--- config.mk ---
export PLATFORM = sky130hd
export DESIGN_NAME = softstart_seq
export DESIGN_NICKNAME = d
export VERILOG_FILES = /design/src/rtl/softstart_seq.sv
export SDC_FILE = /design/constraint.sdc
export NUM_CORES = 1
export LEC_CHECK = 0
export ABC_AREA = 0
export ABC_CLOCK_PERIOD_IN_PS = 6250
export CAP_MARGIN = 10
export CORE_MARGIN = 1.5
export CORE_UTILIZATION = 55
export CTS_CLUSTER_DIAMETER = 30
export DETAILED_ROUTE_END_ITERATION = 10
export PLACE_DENSITY = 0.79
export SLEW_MARGIN = 30
export SYNTH_ARGS = -nofsm -noshare
export SYNTH_HDL_FRONTEND = slang
export SYNTH_SLANG_ARGS = --single-unit
export TNS_END_PERCENT = 30
--- constraint.sdc ---
create_clock -name clk -period 6.25 [get_ports clk]
set_input_delay 1.25 -clock clk [delete_from_list [all_inputs] [get_ports clk]]
set_output_delay 1.25 -clock clk [all_outputs]
set_load 0.02 [all_outputs]
--- src/rtl/softstart_seq.sv ---
`timescale 1ns/1ps
module softstart_seq #(
  parameter int SUP_W     = 8,
  parameter int ON_CODE   = 100,
  parameter int OFF_CODE  = 80,
  parameter int ACC_W     = 16,
  parameter int LOW_LVL   = 4096,
  parameter int CLAMP_LVL = 20480,
  parameter int CHG_STEP  = 7,
  parameter int DIS_STEP  = 5,
  parameter int DIV_W     = 8,
  parameter int DUTY_MAX  = 72
) (
  input  logic             clk,
  input  logic             rst_n,
  input  logic [SUP_W-1:0] supply_code,
  input  logic             ocp_shutdown,
  input  logic [DIV_W-1:0] tick_div,
  output logic             enable_ref,
  output logic [6:0]       duty_limit,
  output logic             restart_pulse,
  output logic             drv_inhibit
);

  localparam int PW = ACC_W + 7;
  localparam int SPAN = CLAMP_LVL - LOW_LVL;
  localparam logic [ACC_W-1:0] LOW   = ACC_W'(LOW_LVL);
  localparam logic [ACC_W-1:0] CLAMP = ACC_W'(CLAMP_LVL);
  localparam logic [ACC_W-1:0] DSTEP = ACC_W'(DIS_STEP);

  typedef enum logic [1:0] {S_LOCK, S_RAMP, S_DRAIN} st_t;

  st_t              st;
  logic [ACC_W-1:0] acc;
  logic [DIV_W-1:0] cnt;
  logic [ACC_W:0]   up;
  logic [PW-1:0]    prod;
  logic [PW-1:0]    quot;
  logic             tick, sup_hi, sup_lo;

  assign sup_hi = supply_code > SUP_W'(ON_CODE);
  assign sup_lo = supply_code < SUP_W'(OFF_CODE);
  assign tick   = (st != S_LOCK) && (cnt == tick_div);
  assign up     = {1'b0, acc} + (ACC_W+1)'(CHG_STEP);

  always_ff @(posedge clk or negedge rst_n) begin
    if (!rst_n) begin
      st            <= S_LOCK;
      acc           <= '0;
      cnt           <= '0;
      restart_pulse <= 1'b0;
    end else begin
      restart_pulse <= 1'b0;
      case (st)
        S_LOCK: begin
          acc <= '0;
          cnt <= '0;
          if (sup_hi) st <= S_RAMP;
        end
        default: begin
          cnt <= tick ? '0 : cnt + DIV_W'(1);
          if (sup_lo) begin
            st  <= S_LOCK;
            acc <= '0;
          end else if (st == S_RAMP) begin
            if (ocp_shutdown) begin
              st            <= S_DRAIN;
              restart_pulse <= 1'b1;
            end else if (tick) begin
              acc <= (up > {1'b0, CLAMP}) ? CLAMP : up[ACC_W-1:0];
            end
          end else begin
            if (acc < LOW) st <= S_RAMP;
            else if (tick) acc <= (acc >= DSTEP) ? acc - DSTEP : '0;
          end
        end
      endcase
    end
  end

  assign enable_ref  = (st != S_LOCK);
  assign drv_inhibit = (st != S_RAMP);

  assign prod = PW'(acc - LOW) * PW'(DUTY_MAX);
  assign quot = prod / PW'(SPAN);
  assign duty_limit = (acc > LOW) ? quot[6:0] : 7'd0;

  p_release_r1: assert property (@(posedge clk) disable iff (!rst_n)
    (!enable_ref && sup_hi) |=> enable_ref);
  p_lockout_r2: assert property (@(posedge clk) disable iff (!rst_n)
    (enable_ref && sup_lo) |=> !enable_ref);
  p_lock_quiet_r3: assert property (@(posedge clk) disable iff (!rst_n)
    $fell(enable_ref) |-> (duty_limit == 7'd0 && drv_inhibit));
  p_no_overflow_r4: assert property (@(posedge clk) disable iff (!rst_n)
    acc <= CLAMP);
  p_duty_ceiling_r5: assert property (@(posedge clk) disable iff (!rst_n)
    duty_limit <= 7'(DUTY_MAX));
  p_pulse_single_r6: assert property (@(posedge clk) disable iff (!rst_n)
    restart_pulse |=> !restart_pulse);
  p_pulse_inhibit_r6: assert property (@(posedge clk) disable iff (!rst_n)
    restart_pulse |-> drv_inhibit);
  p_drain_falls_r7: assert property (@(posedge clk) disable iff (!rst_n)
    (st == S_DRAIN && $past(st) == S_DRAIN) |-> acc <= $past(acc));
  p_drain_no_pulse_r8: assert property (@(posedge clk) disable iff (!rst_n)
    (st == S_DRAIN && $past(st) == S_DRAIN) |-> !restart_pulse);

endmodule

==> results of run 1 <==
logic make-up after synthesis:
kind of cell	count (synthesis)	share of synthesized area
muxes	4	0.0138
xor gates and xnor gates	25	0.0755
and+or+nand+nor	147	0.259
AOI/OAI and AO/OA	99	0.232
buffers and inverters	36	0.0531
adders and majority gates	31	0.134
DFF	27	0.233
power groups by stage:
| stage | logic (mW) | registers [mW] | clock network [mW] |
|---|---|---|---|
| floorplan | 0.992 | 0.281 | 0 |
| global placement | 1.21 | 0.357 | 0 |
| detailed placement | 1.23 | 0.362 | 0 |
| CTS | 1.24 | 0.359 | 0.110 |
| global route | 1.41 | 0.375 | 0.117 |
| finish | 1.25 | 0.360 | 0.109 |
cell usage after synthesis, types with 2 or more instances:
cell type	count
sky130_fd_sc_hd__nor3_1	11
sky130_fd_sc_hd__a31oi_1	2
sky130_fd_sc_hd__buf_2	7
sky130_fd_sc_hd__o2111ai_1	2
sky130_fd_sc_hd__xor2_1	11
sky130_fd_sc_hd__ha_1	31
sky130_fd_sc_hd__or3_1	7
sky130_fd_sc_hd__clkbuf_2	2
sky130_fd_sc_hd__nor2_1	34
sky130_fd_sc_hd__or2_1	2
sky130_fd_sc_hd__a21o_1	8
sky130_fd_sc_hd__o31a_1	3
sky130_fd_sc_hd__nand4_1	5
sky130_fd_sc_hd__nand2_1	29
sky130_fd_sc_hd__xnor2_1	14
sky130_fd_sc_hd__and3_1	11
sky130_fd_sc_hd__a41o_1	2
sky130_fd_sc_hd__o31ai_1	5
sky130_fd_sc_hd__or2_2	4
sky130_fd_sc_hd__a211oi_1	4
sky130_fd_sc_hd__o21a_1	3
sky130_fd_sc_hd__a211o_1	2
sky130_fd_sc_hd__dfrtp_1	27
sky130_fd_sc_hd__o21ai_0	16
sky130_fd_sc_hd__nand3_1	20
sky130_fd_sc_hd__o21ai_1	3
sky130_fd_sc_hd__nor2b_1	7
sky130_fd_sc_hd__a22oi_1	2
sky130_fd_sc_hd__mux2i_1	4
sky130_fd_sc_hd__nor4_1	7
sky130_fd_sc_hd__inv_1	14
sky130_fd_sc_hd__o22ai_1	5
sky130_fd_sc_hd__a21oi_1	24
sky130_fd_sc_hd__buf_4	2
sky130_fd_sc_hd__nand2b_1	3
sky130_fd_sc_hd__a221oi_1	5
sky130_fd_sc_hd__clkbuf_1	8
layout make-up:
cell class,instances,area [µm²]
multi-input combinational,306,2070
fill,455,1870
sequential,27,676
timing repair buffer,30,295
tap,70,87.6
inverter,16,60.1
clock buffer,3,41.3
clock inverter,1,7.51
routing by layer:
metal  vias to the layer above  GRT usage  wire length (µm)
li1                       1382          -                 -
met1                      1347      0.373              3240
met2                       116      0.461              3500
met3                        13     0.0384               540
met4                         0     0.0675                85
met5                         -          0                 0
stage by stage:
step            util  cells  power (mW)  cell area, µm²  worst slack [ns]
2_1_floorplan      -    369        1.27            2900              1.85
3_3_place_gp   0.625    449        1.57            3190              1.17
3_5_place_dp   0.625    449        1.60            3190              1.08
4_1_cts        0.635    453        1.71            3240             0.739
5_1_grt        0.635    453        1.90            3240             0.429
6_report       0.635    453        1.72            3240             0.725
state kept, by name, indices dropped and copies added, names as in the netlist:
name / flops
st: 2
acc: 16
cnt: 8
restart_pulse: 1
how the worst min path moves through the flow:
stage	start	depth (start not counted)	endpoint
floorplan	cnt[0]$_DFF_PN0_	1	cnt[0]$_DFF_PN0_
global placement	cnt[7]$_DFF_PN0_	2	cnt[7]$_DFF_PN0_
detailed placement	cnt[7]$_DFF_PN0_	2	cnt[7]$_DFF_PN0_
CTS	cnt[0]$_DFF_PN0_	1	cnt[0]$_DFF_PN0_
global route	cnt[0]$_DFF_PN0_	1	cnt[0]$_DFF_PN0_
finish	cnt[0]$_DFF_PN0_	1	cnt[0]$_DFF_PN0_
worst register-to-register path, delay by kind of cell, from the launching register on:
| kind | cells | cell delay [ns] |
|---|---|---|
| muxes | 1 | 0.25 |
| buffers and inverters | 1 | 0.08 |
| DFF | 1 | 0.49 |
| adders and majority gates | 1 | 0.29 |
| AOI/OAI and AO/OA | 6 | 1.56 |
| and+or+nand+nor | 2 | 0.78 |
==> reports/metrics.sh, run 1 <==
STATUS='complete, no violations'
SETUP.REG_TO_REG.WORST_SLACK_NS=2.71
CRIT_BUF_INV=2
MAX_CAP_VIOLATIONS=0
SYNTH_TOP_CELLS_BY_AREA='sky130_fd_sc_hd__dfrtp_1 23%, sky130_fd_sc_hd__ha_1 13%, sky130_fd_sc_hd__nor2_1 4.4%, sky130_fd_sc_hd__xnor2_1 4.2%, sky130_fd_sc_hd__a21oi_1 4.1%'
CRIT_END='duty_limit[6]'
HORIZONTAL_EXTENT_OF_THE_DIE_UM=75.6
FLOORPLAN.ROWS=26
SYNTH_AREA_UM2=2900
CTS_NUM_SINKS=27
CTS_ROOT_BUF='sky130_fd_sc_hd__clkbuf_8'
MIN_PATH_TYPE='reg -> reg'
IO_BUFFER_COUNT=28
LAYOUT_NETS=434
AREAGROWTHSYNTHTOFINISH_PCT=11.8
CLOCK_LATENCY_NS=0.29
TIMING.CRITICAL_PATH.SLOWEST_CELL_DELAY_NS=0.61
SYNTH_ASYNC_SR_FLOP_SHARE=1.00
CLKPWRFRAC=0.064
FINAL.PERIOD_UTILIZATION=0.884
RSZ0062_AT_GRT='no'
SYNTH_TOP_AREA_FRAC=0.233
YS_WARN_COUNT=0
FP.DIEH_UM=75.6
DETAIL_ROUTE.WL_PER_CELL_UM=16.2
TIMING.FMAX_MHz=181
CRITICAL_REGISTER_TO_REGISTER_PATH_ENDPOINT='acc[4]$_DFFE_PN0P_'
SETUP_VIOL_COUNT_FINAL=0
POWER.LEAKAGE_nW=1.42
SLEW-LIMIT-HEADROOM=0.451
CRITICAL_PATH.STARTPOINT_TYPE='flop'
ROUTABILITYCONGESTION=0.973
GRT_START_MAX_NET_PINS=28
VIA_COUNT=2858
R2R.WORST_PATH.CELLS=11
POST-ROUTE-MIN-PERIOD_NS=5.52
ANTENNA-DIODE-COUNT=0
FIRST_GLOBAL_VIAS=2581
FINAL_MAX_SLEW_VIOL_COUNT=0
GLOBALROUTEOVERFLOWTOTAL=0
SYNTHESIS.AREA_PER_INSTANCE_UM2=7.86
MOST_FREQUENT_CELLS_IN_THE_LAYOUT='34 x sky130_fd_sc_hd__nor2_1, 31 x sky130_fd_sc_hd__ha_1, 29 x sky130_fd_sc_hd__nand2_1'
GRT_FIRST_PASS_WIRELENGTH_MM=12.2
DRC=0
INTERNAL_POWER_mW=0.800
NETLIST.TOP_CELL.BY_AREA='sky130_fd_sc_hd__dfrtp_1'
TOTAL_SWITCHING_POWER_mW=0.919
PEAK_SUPPLY_DROP_V=0.000306
ANTENNA_VIOLATIONS_BEFORE_REPAIR=0
POWER.SWITCHING_FRACTION=0.535
HOLD_VIOL_FINAL=0
TIMING.SETUP.CRITICAL_PATH_CLASS='reg -> out'
FLOORPLAN.IO_PINS=29
RR_STARTPOINT='acc[0]$_DFFE_PN0P_'
CTS_MADE_BUFFERS=3
NUMBER_OF_FLOPS_MAPPED_TO_ENABLE_CELLS_BY_YOSYS=0
POWER_DENSITY_nW_PER_UM2=530
MAX_SLEW.WORST_PIN.SLEW_NS=0.817
HTREEDEPTH=1
SYNTH-MAIN-FF-CELL='sky130_fd_sc_hd__dfrtp_1'
DR.PASS1.ITERS=5
TRITONCTS='yes'
LARGEST_FANOUT_ON_THE_CRITICAL_PATH=13
DRTITER0DRC=264
WORST_CLOCK_SKEW_NS=0.0124
PORTION_OF_THE_POST_SYNTHESIS_AREA_USED_BY_SEQUENTIAL_ELEMENTS=0.233
CP_DATA_REQUIRED_TIME_NS=5.00
TIMING.SETUP.TNS_NS=0
ROUTED_WL_MM=7.36
DRT-VIAS-PER-INSTANCE=6.31
POST_SYNTH_INST_COUNT=369
CORE_AREA_UM2=5110
SYNTHESIZED_FLOP_AND_LATCH_TOTAL=27
CLOCK_TREE.BUFFER_DEPTH=2
CP_NUM_CELLS=12
ANTENNA_VIOLATING_NETS_LEFT=0
WORST_PATH_MAX_DELAY_CELL='sky130_fd_sc_hd__clkdlybuf4s50_1'
HOLD_BUFFER_COUNT_AT_CTS=0
FINALHOLDWORSTSLACK_NS=0.582
ARRIVAL_NS=4.27
LAYOUT.CELLS.MOST_COMMON='sky130_fd_sc_hd__nor2_1'
RELATIVE_CONTRIBUTION_OF_COMBINATIONAL_CELLS_TO_TOTAL_POWER=0.727
INITIAL_CORE_UTIL=0.568
PLACE_HPWL_MM=5.43
CRITPATHMOSTFREQUENTCELL='sky130_fd_sc_hd__ha_1'
TIMING.CRITICAL_PATH.MAX_DELAY_FAMILY='buffers and inverters'
SYNTH_NETS=419
GRT_USAGE=0.274
FP.DIEAREA_UM2=5720
SEQUENTIALPOWERSHARE=0.210
LAYOUT-DRIVE-GT1-SHARE=0.0496
CRITICAL_PATH.STARTPOINT='acc[12]$_DFFE_PN0P_'
SYNTH_UNIQUE_CELLS=60
CRITICAL_PATH.ENDPOINT_TYPE='output port'
CTS_RESIZED=0
CRIT_PATH_CELL_TRACE='clkinv_1 -> ha_1 -> nor2b_1 -> or2_2 -> ha_1 -> ha_1 -> a21oi_1 -> o21ai_0 -> a21o_1 -> a21oi_1 -> mux2i_1 -> clkdlybuf4s50_1'
WORST_SETUP_HOLD_PATH_CLK_SLEW_NS=0.11
POSTCTSSETUPREPAIRBUFS=0
(Power assumes the default switching activity.)
==> run 2: changes to the inputs <==
ABC_CLOCK_PERIOD_IN_PS = not set   (was 6250)
RECOVER_POWER = 25   (was not set)
==> reports/metrics.sh, run 2 (synthesis gave the netlist of run 1 again) <==
PEAK_SUPPLY_DROP_V=0.000305  # -0.33%
CRITPATHMOSTFREQUENTCELL='sky130_fd_sc_hd__ha_1'
CP_NUM_CELLS=12  # unchanged
MIN_PATH_TYPE='reg -> reg'
RSZ0062_AT_GRT='no'
CORE_AREA_UM2=5110  # unchanged
LAYOUT.CELLS.MOST_COMMON='sky130_fd_sc_hd__nor2_1'
FINAL.PERIOD_UTILIZATION=0.883  # about the same
AREAGROWTHSYNTHTOFINISH_PCT=11.7
TIMING.CRITICAL_PATH.MAX_DELAY_FAMILY='buffers and inverters'
CP_DATA_REQUIRED_TIME_NS=5.00  # about the same
MAX_SLEW.WORST_PIN.SLEW_NS=1.53  # +0.716 ns
WORST_PATH_MAX_DELAY_CELL='sky130_fd_sc_hd__clkdlybuf4s50_1'
ANTENNA_VIOLATING_NETS_LEFT=0  # unchanged
LAYOUT-DRIVE-GT1-SHARE=0.0470  # -0.00261
DRTITER0DRC=239  # -9.5%
TIMING.SETUP.TNS_NS=0  # unchanged
DRT-VIAS-PER-INSTANCE=6.32  # +0.21%
ROUTED_WL_MM=7.32  # -0.53%
ROUTABILITYCONGESTION=0.973  # unchanged
REGISTERS.TOP_BY_FF_COUNT='acc'
PLACE_HPWL_MM=5.43  # unchanged
DR.PASS1.ITERS=5  # unchanged
LAYOUT_NETS=434  # unchanged
WORST_CLOCK_SKEW_NS=0.0114  # -0.000970 ns
LARGEST_FANOUT_ON_THE_CRITICAL_PATH=13  # unchanged
ARRIVAL_NS=4.27  # about the same
HOLD_VIOL_FINAL=0  # unchanged
ANTENNA_VIOLATIONS_BEFORE_REPAIR=0  # unchanged
IO_BUFFER_COUNT=28  # unchanged
HORIZONTAL_EXTENT_OF_THE_DIE_UM=75.6  # unchanged
MAX_CAP_VIOLATIONS=1  # +1
CRIT_BUF_INV=2  # unchanged
LAYOUT_SETUP_WS_NS=0.730  # +0.00432 ns
FINAL_MAX_SLEW_VIOL_COUNT=28  # +28
ANTENNA-DIODE-COUNT=0  # unchanged
CTS_ROOT_BUF='sky130_fd_sc_hd__clkbuf_8'
MOST_FREQUENT_CELLS_IN_THE_LAYOUT='34 x sky130_fd_sc_hd__nor2_1, 31 x sky130_fd_sc_hd__ha_1, 29 x sky130_fd_sc_hd__nand2_1'
CRITICAL_PATH.STARTPOINT_TYPE='flop'
CTS_MADE_BUFFERS=3  # unchanged
POST-ROUTE-MIN-PERIOD_NS=5.52  # -0.00432 ns
WORST_SETUP_HOLD_PATH_CLK_SLEW_NS=0.11  # about the same
SETUP_VIOL_COUNT_FINAL=0  # unchanged
LARGEST_REGISTER_FF_COUNT=16  # unchanged
FLOORPLAN.ROWS=26  # unchanged
CLOCK_LATENCY_NS=0.29  # about the same
TRITONCTS='yes'
FP.DIEAREA_UM2=5720  # unchanged
INITIAL_CORE_UTIL=0.568  # unchanged
P_TOTAL_mW=1.72  # -0.20%
FP.DIEH_UM=75.6  # unchanged
HOLD_BUFFER_COUNT_AT_CTS=0  # unchanged
TIMING.FMAX_MHz=181  # about the same
FINAL_CELLS=453  # unchanged
POWER_DENSITY_nW_PER_UM2=530  # about the same
CTS_RESIZED=0  # unchanged
POWER.LEAKAGE_nW=1.42  # -0.24%
FIRST_GLOBAL_VIAS=2581  # unchanged
GRT_FIRST_PASS_WIRELENGTH_MM=12.2  # unchanged
SLEW-LIMIT-HEADROOM=-0.0219  # -0.473
FINAL.FILL_COUNT=456  # +0.22%
CLOCK_TREE.BUFFER_DEPTH=2  # unchanged
CTS_NUM_SINKS=27  # unchanged
GRT_START_MAX_NET_PINS=28  # unchanged
WHS_PATH_DEPTH=1  # unchanged
FLOORPLAN.IO_PINS=29  # unchanged
CRIT_PATH_CELL_TRACE='clkinv_1 -> ha_1 -> nor2b_1 -> or2_2 -> ha_1 -> ha_1 -> a21oi_1 -> o21ai_0 -> a21o_1 -> a21oi_1 -> mux2i_1 -> clkdlybuf4s50_1'
REG_TOP3='acc: 16 flops, cnt: 8 flops, st: 2 flops'
GRT_USAGE=0.274  # unchanged
HTREEDEPTH=1  # unchanged
POST-PLACE-WS_NS=1.08  # unchanged
VIA_COUNT=2864  # +0.21%
CRITICAL_PATH.ENDPOINT_TYPE='output port'
POSTCTSSETUPREPAIRBUFS=0  # unchanged
DRC=0  # unchanged
TIMING.CRITICAL_PATH.SLOWEST_CELL_DELAY_NS=0.62  # about the same
GLOBALROUTEOVERFLOWTOTAL=0  # unchanged
R2R.WORST_PATH.CELLS=11  # unchanged
FINISH.UTILIZATION=0.634  # -0.000735
STATUS='finished with violations'
PLACED_CELLS_INCL_TAPS=449  # unchanged
FAILED_CHECKS='capacitance limit, slew limit'
TIMING.SETUP.CRITICAL_PATH_CLASS='reg -> out'
DETAIL_ROUTE.WL_PER_CELL_UM=16.2  # -0.53%
run 2: cell types whose count changed in the layout (fill, tap and decap cells not counted):
| cell | before | now |
|---|---|---|
| sky130_fd_sc_hd__clkbuf_1 | 0 | 1 |
| sky130_fd_sc_hd__clkdlybuf4s50_1 | 28 | 27 |
| sky130_fd_sc_hd__dlygate4sd3_1 | 0 | 1 |
| sky130_fd_sc_hd__buf_4 | 2 | 1 |
run 2: power by group:
| part | leakage (nW) | internal [mW] | total [mW] | switching, mW |
|---|---|---|---|---|
| sequential | 0.362 | 0.226 | 0.360 | 0.134 |
| combinational | 1.04 | 0.528 | 1.25 | 0.720 |
| clock | 0.0217 | 0.0455 | 0.108 | 0.0629 |
| total | 1.42 | 0.799 | 1.72 | 0.917 |
run 2: final cells by class:
type | count | area [µm²] | area share
clock buffers | 3 | 41.3 | 0.0128
clock inverters | 1 | 7.51 | 0.00232
inverters | 16 | 60.1 | 0.0185
multi-input cells | 306 | 2070 | 0.641
flip-flops and latches | 27 | 676 | 0.209
well taps | 70 | 87.6 | 0.0270
repair buffers | 30 | 292 | 0.0900
run 2: worst paths after layout:
| check | from | to | slack, ns |
|---|---|---|---|
| max | acc[12]$_DFFE_PN0P_ | duty_limit[6] | 0.73 |
| min | cnt[0]$_DFF_PN0_ | cnt[0]$_DFF_PN0_ | 0.58 |
| max reg2reg | acc[0]$_DFFE_PN0P_ | acc[4]$_DFFE_PN0P_ | 2.74 |
| min reg2reg | cnt[0]$_DFF_PN0_ | cnt[0]$_DFF_PN0_ | 0.58 |
| max in group asynchronous | rst_n | acc[9]$_DFFE_PN0P_ | 3.50 |
| min in group asynchronous | rst_n | restart_pulse$_DFF_PN0_ | 1.85 |
run 2: per-layer routing:
| metal | wire, µm | part of all wire | track usage | vias up |
|---|---|---|---|---|
| met5 | 0 | 0 | 0 | - |
| met4 | 90 | 0.012 | 0.0675 | 0 |
| met3 | 519 | 0.071 | 0.0384 | 13 |
| met2 | 3480 | 0.47 | 0.461 | 120 |
| met1 | 3240 | 0.44 | 0.373 | 1347 |
| li1 | - | - | - | 1384 |
run 2: stage by stage:
| stage | hold WS (ns) | cell area (µm²) |
|---|---|---|
| CTS | 0.591 | 3240 |
| floorplan | 0.503 | 2900 |
| finish | 0.581 | 3240 |
| global route | 0.610 | 3240 |
| detailed placement | 0.567 | 3190 |
| global placement | 0.546 | 3190 |
==> run 3: changes to the inputs <==
--- a/config.mk
+++ b/config.mk
@@ -11,4 +11,5 @@
 export CORE_UTILIZATION = 55
 export CTS_CLUSTER_DIAMETER = 30
+export CTS_CLUSTER_SIZE = 10
 export DETAILED_ROUTE_END_ITERATION = 10
 export PLACE_DENSITY = 0.79
==> constraint.sdc (replaced) <==
create_clock -name clk -period 6.25 [get_ports clk]
set_input_delay 1.5625 -clock clk [delete_from_list [all_inputs] [get_ports clk]]
set_output_delay 1.5625 -clock clk [all_outputs]
set_load 0.02 [all_outputs]
==> reports/metrics.sh, run 3 (synthesis gave the netlist of run 1 again) <==
MOST_FREQUENT_CELLS_IN_THE_LAYOUT='34 x sky130_fd_sc_hd__nor2_1, 31 x sky130_fd_sc_hd__ha_1, 29 x sky130_fd_sc_hd__nand2_1'
FP.DIEH_UM=75.6  # unchanged
FAILED_CHECKS='capacitance limit, slew limit'
LAYOUT_NETS=434  # unchanged
POST-ROUTE-MIN-PERIOD_NS=5.82  # +0.299 ns
ANTENNA_VIOLATING_NETS_LEFT=0  # unchanged
CTS_MADE_BUFFERS=3  # unchanged
INITIAL_CORE_UTIL=0.568  # unchanged
PLACEMENT.CELL_AREA_UM2=3190  # unchanged
HOLD_BUFFER_COUNT_AT_CTS=0  # unchanged
LAYOUT.AREA.SEQ_UM2=676  # unchanged
FLOORPLAN.ROWS=26  # unchanged
ANTENNA-DIODE-COUNT=0  # unchanged
WORST_PATH_MAX_DELAY_CELL='sky130_fd_sc_hd__clkdlybuf4s50_1'
MAX_SLEW.WORST_PIN.SLEW_NS=1.55  # +0.0211 ns
LARGEST_REGISTER_FF_COUNT=16  # unchanged
ROUTABILITYCONGESTION=0.969  # -0.38%
LAYOUT_SETUP_WS_NS=0.430  # -0.299 ns
DRT-VIAS-PER-INSTANCE=6.31  # -0.14%
ANTENNA_VIOLATIONS_BEFORE_REPAIR=0  # unchanged
AREAGROWTHSYNTHTOFINISH_PCT=11.7  # unchanged
VIA_COUNT=2860  # -0.14%
HOLD_VIOL_FINAL=0  # unchanged
TIMING.SETUP.TNS_NS=0  # unchanged
CTS_RESIZED=0  # unchanged
POST-PLACE-WS_NS=0.778  # -0.297 ns
LAYOUT.CELLS.MOST_COMMON='sky130_fd_sc_hd__nor2_1'
CP_DATA_REQUIRED_TIME_NS=4.69  # -0.31 ns
LARGEST_FANOUT_ON_THE_CRITICAL_PATH=13  # unchanged
IO_BUFFER_COUNT=28  # unchanged
TRITONCTS='yes'
CORE_AREA_UM2=5110  # unchanged
DETAIL_ROUTE.WL_PER_CELL_UM=16.6  # +2.4%
GRT_START_MAX_NET_PINS=28  # unchanged
FINAL.FILL_COUNT=463  # +1.5%
DRTITER0DRC=291  # +22%
MIN_PATH_TYPE='reg -> reg'
REG_TOP3='acc: 16 flops, cnt: 8 flops, st: 2 flops'
FLOORPLAN.IO_PINS=29  # unchanged
FIRST_GLOBAL_VIAS=2540  # -1.6%
MULTI_INPUT_AREA_UM2=2070  # unchanged
CTS_ROOT_BUF='sky130_fd_sc_hd__clkbuf_8'
STATUS='finished with violations'
WORST_CLOCK_SKEW_NS=0.00912  # -0.00233 ns
TIMING.CRITICAL_PATH.MAX_DELAY_FAMILY='buffers and inverters'
PLACE_HPWL_MM=5.56  # +2.3%
GRT_FIRST_PASS_WIRELENGTH_MM=12.0  # -1.7%
CTS_NUM_SINKS=27  # unchanged
REGISTERS.TOP_BY_FF_COUNT='acc'
HTREEDEPTH=1  # unchanged
ROUTED_WL_MM=7.50  # +2.4%
HORIZONTAL_EXTENT_OF_THE_DIE_UM=75.6  # unchanged
SLEW-LIMIT-HEADROOM=-0.0359  # -0.0140
DRC=0  # unchanged
CRITICAL_PATH.STARTPOINT_TYPE='flop'
POSTCTSSETUPREPAIRBUFS=0  # unchanged
MAX_CAP_VIOLATIONS=1  # unchanged
POWER.LEAKAGE_nW=1.42  # unchanged
CRIT_PATH_CELL_TRACE='clkinv_1 -> ha_1 -> nor2b_1 -> or2_2 -> ha_1 -> ha_1 -> a21oi_1 -> o21ai_0 -> a21o_1 -> a21oi_1 -> mux2i_1 -> clkdlybuf4s50_1'
CLOCK_LATENCY_NS=0.28  # about the same
CRITICAL_PATH.ENDPOINT_TYPE='output port'
CLOCK_TREE.BUFFER_DEPTH=2  # unchanged
FP.DIEAREA_UM2=5720  # unchanged
TIMING.CRITICAL_PATH.SLOWEST_CELL_DELAY_NS=0.62  # about the same
ARRIVAL_NS=4.26  # about the same
CRIT_BUF_INV=2  # unchanged
RSZ0062_AT_GRT='no'
WORST_SETUP_HOLD_PATH_CLK_SLEW_NS=0.11  # about the same
FINAL_MAX_SLEW_VIOL_COUNT=28  # unchanged
TIMING.SETUP.CRITICAL_PATH_CLASS='reg -> out'
SETUP_VIOL_COUNT_FINAL=0  # unchanged
POWER_DENSITY_nW_PER_UM2=535  # +1.0%
POST-ROUTE-CELL-AREA_UM2=3240  # unchanged
PEAK_SUPPLY_DROP_V=0.000293  # -4.0%
FINAL.PERIOD_UTILIZATION=0.931  # +0.0479
GLOBALROUTEOVERFLOWTOTAL=0  # unchanged
DR.PASS1.ITERS=5  # unchanged
GRT_USAGE=0.271  # -0.00322
LAYOUT-DRIVE-GT1-SHARE=0.0470  # unchanged
TIMING.FMAX_MHz=172  # -5.1%
CRITPATHMOSTFREQUENTCELL='sky130_fd_sc_hd__ha_1'
run 3: cell counts in the layout (fill, tap and decap cells not counted):
No cell type changed its count.
run 3: layout make-up:
type / instances / area share
repair buffers: 30 / 0.0900
multi-input cells: 306 / 0.641
clock inverters: 1 / 0.00232
clock buffers: 3 / 0.0128
flip-flops and latches: 27 / 0.209
inverters: 16 / 0.0185
well taps: 70 / 0.0270
run 3: worst paths after layout:
kind	from	to	slack (ns)	depth (start not counted)
min in group asynchronous	rst_n	restart_pulse$_DFF_PN0_	2.17	2
max	acc[12]$_DFFE_PN0P_	duty_limit[6]	0.43	12
max reg2reg	acc[0]$_DFFE_PN0P_	acc[7]$_DFFE_PN0P_	2.70	11
min	cnt[7]$_DFF_PN0_	cnt[7]$_DFF_PN0_	0.59	2
min reg2reg	cnt[7]$_DFF_PN0_	cnt[7]$_DFF_PN0_	0.59	2
max in group asynchronous	rst_n	acc[9]$_DFFE_PN0P_	3.17	2
run 3: per-stage QoR:
stage	utilization	power, mW	std cells	hold WS, ns
4_1_cts	0.635	1.72	453	0.582
6_report	0.634	1.73	453	0.587
5_1_grt	0.634	1.90	453	0.614
2_1_floorplan	-	1.27	369	0.503
3_3_place_gp	0.625	1.57	449	0.546
3_5_place_dp	0.625	1.60	449	0.557
run 3: tightest hold or removal path, cell delays in order, from the launching register on:
cell,delay (ns)
sky130_fd_sc_hd__dfrtp_1,0.40
sky130_fd_sc_hd__xor2_1,0.08
sky130_fd_sc_hd__nor2_1,0.08
run 3: power breakdown:
group | total [mW] | internal (mW) | leakage, nW | switching (mW)
Combinational | 1.26 | 0.529 | 1.04 | 0.734
Sequential | 0.362 | 0.226 | 0.362 | 0.136
Clock | 0.108 | 0.0454 | 0.0217 | 0.0624
Total | 1.73 | 0.800 | 1.42 | 0.933
run 3: per-layer routing:
layer  track usage  routed length [µm]  up-vias
met2         0.435                3460      121
met1         0.377                3420     1338
met3        0.0397                 441       19
met5             0                   0        -
met4        0.0873                 175        0
li1              -                   -     1382
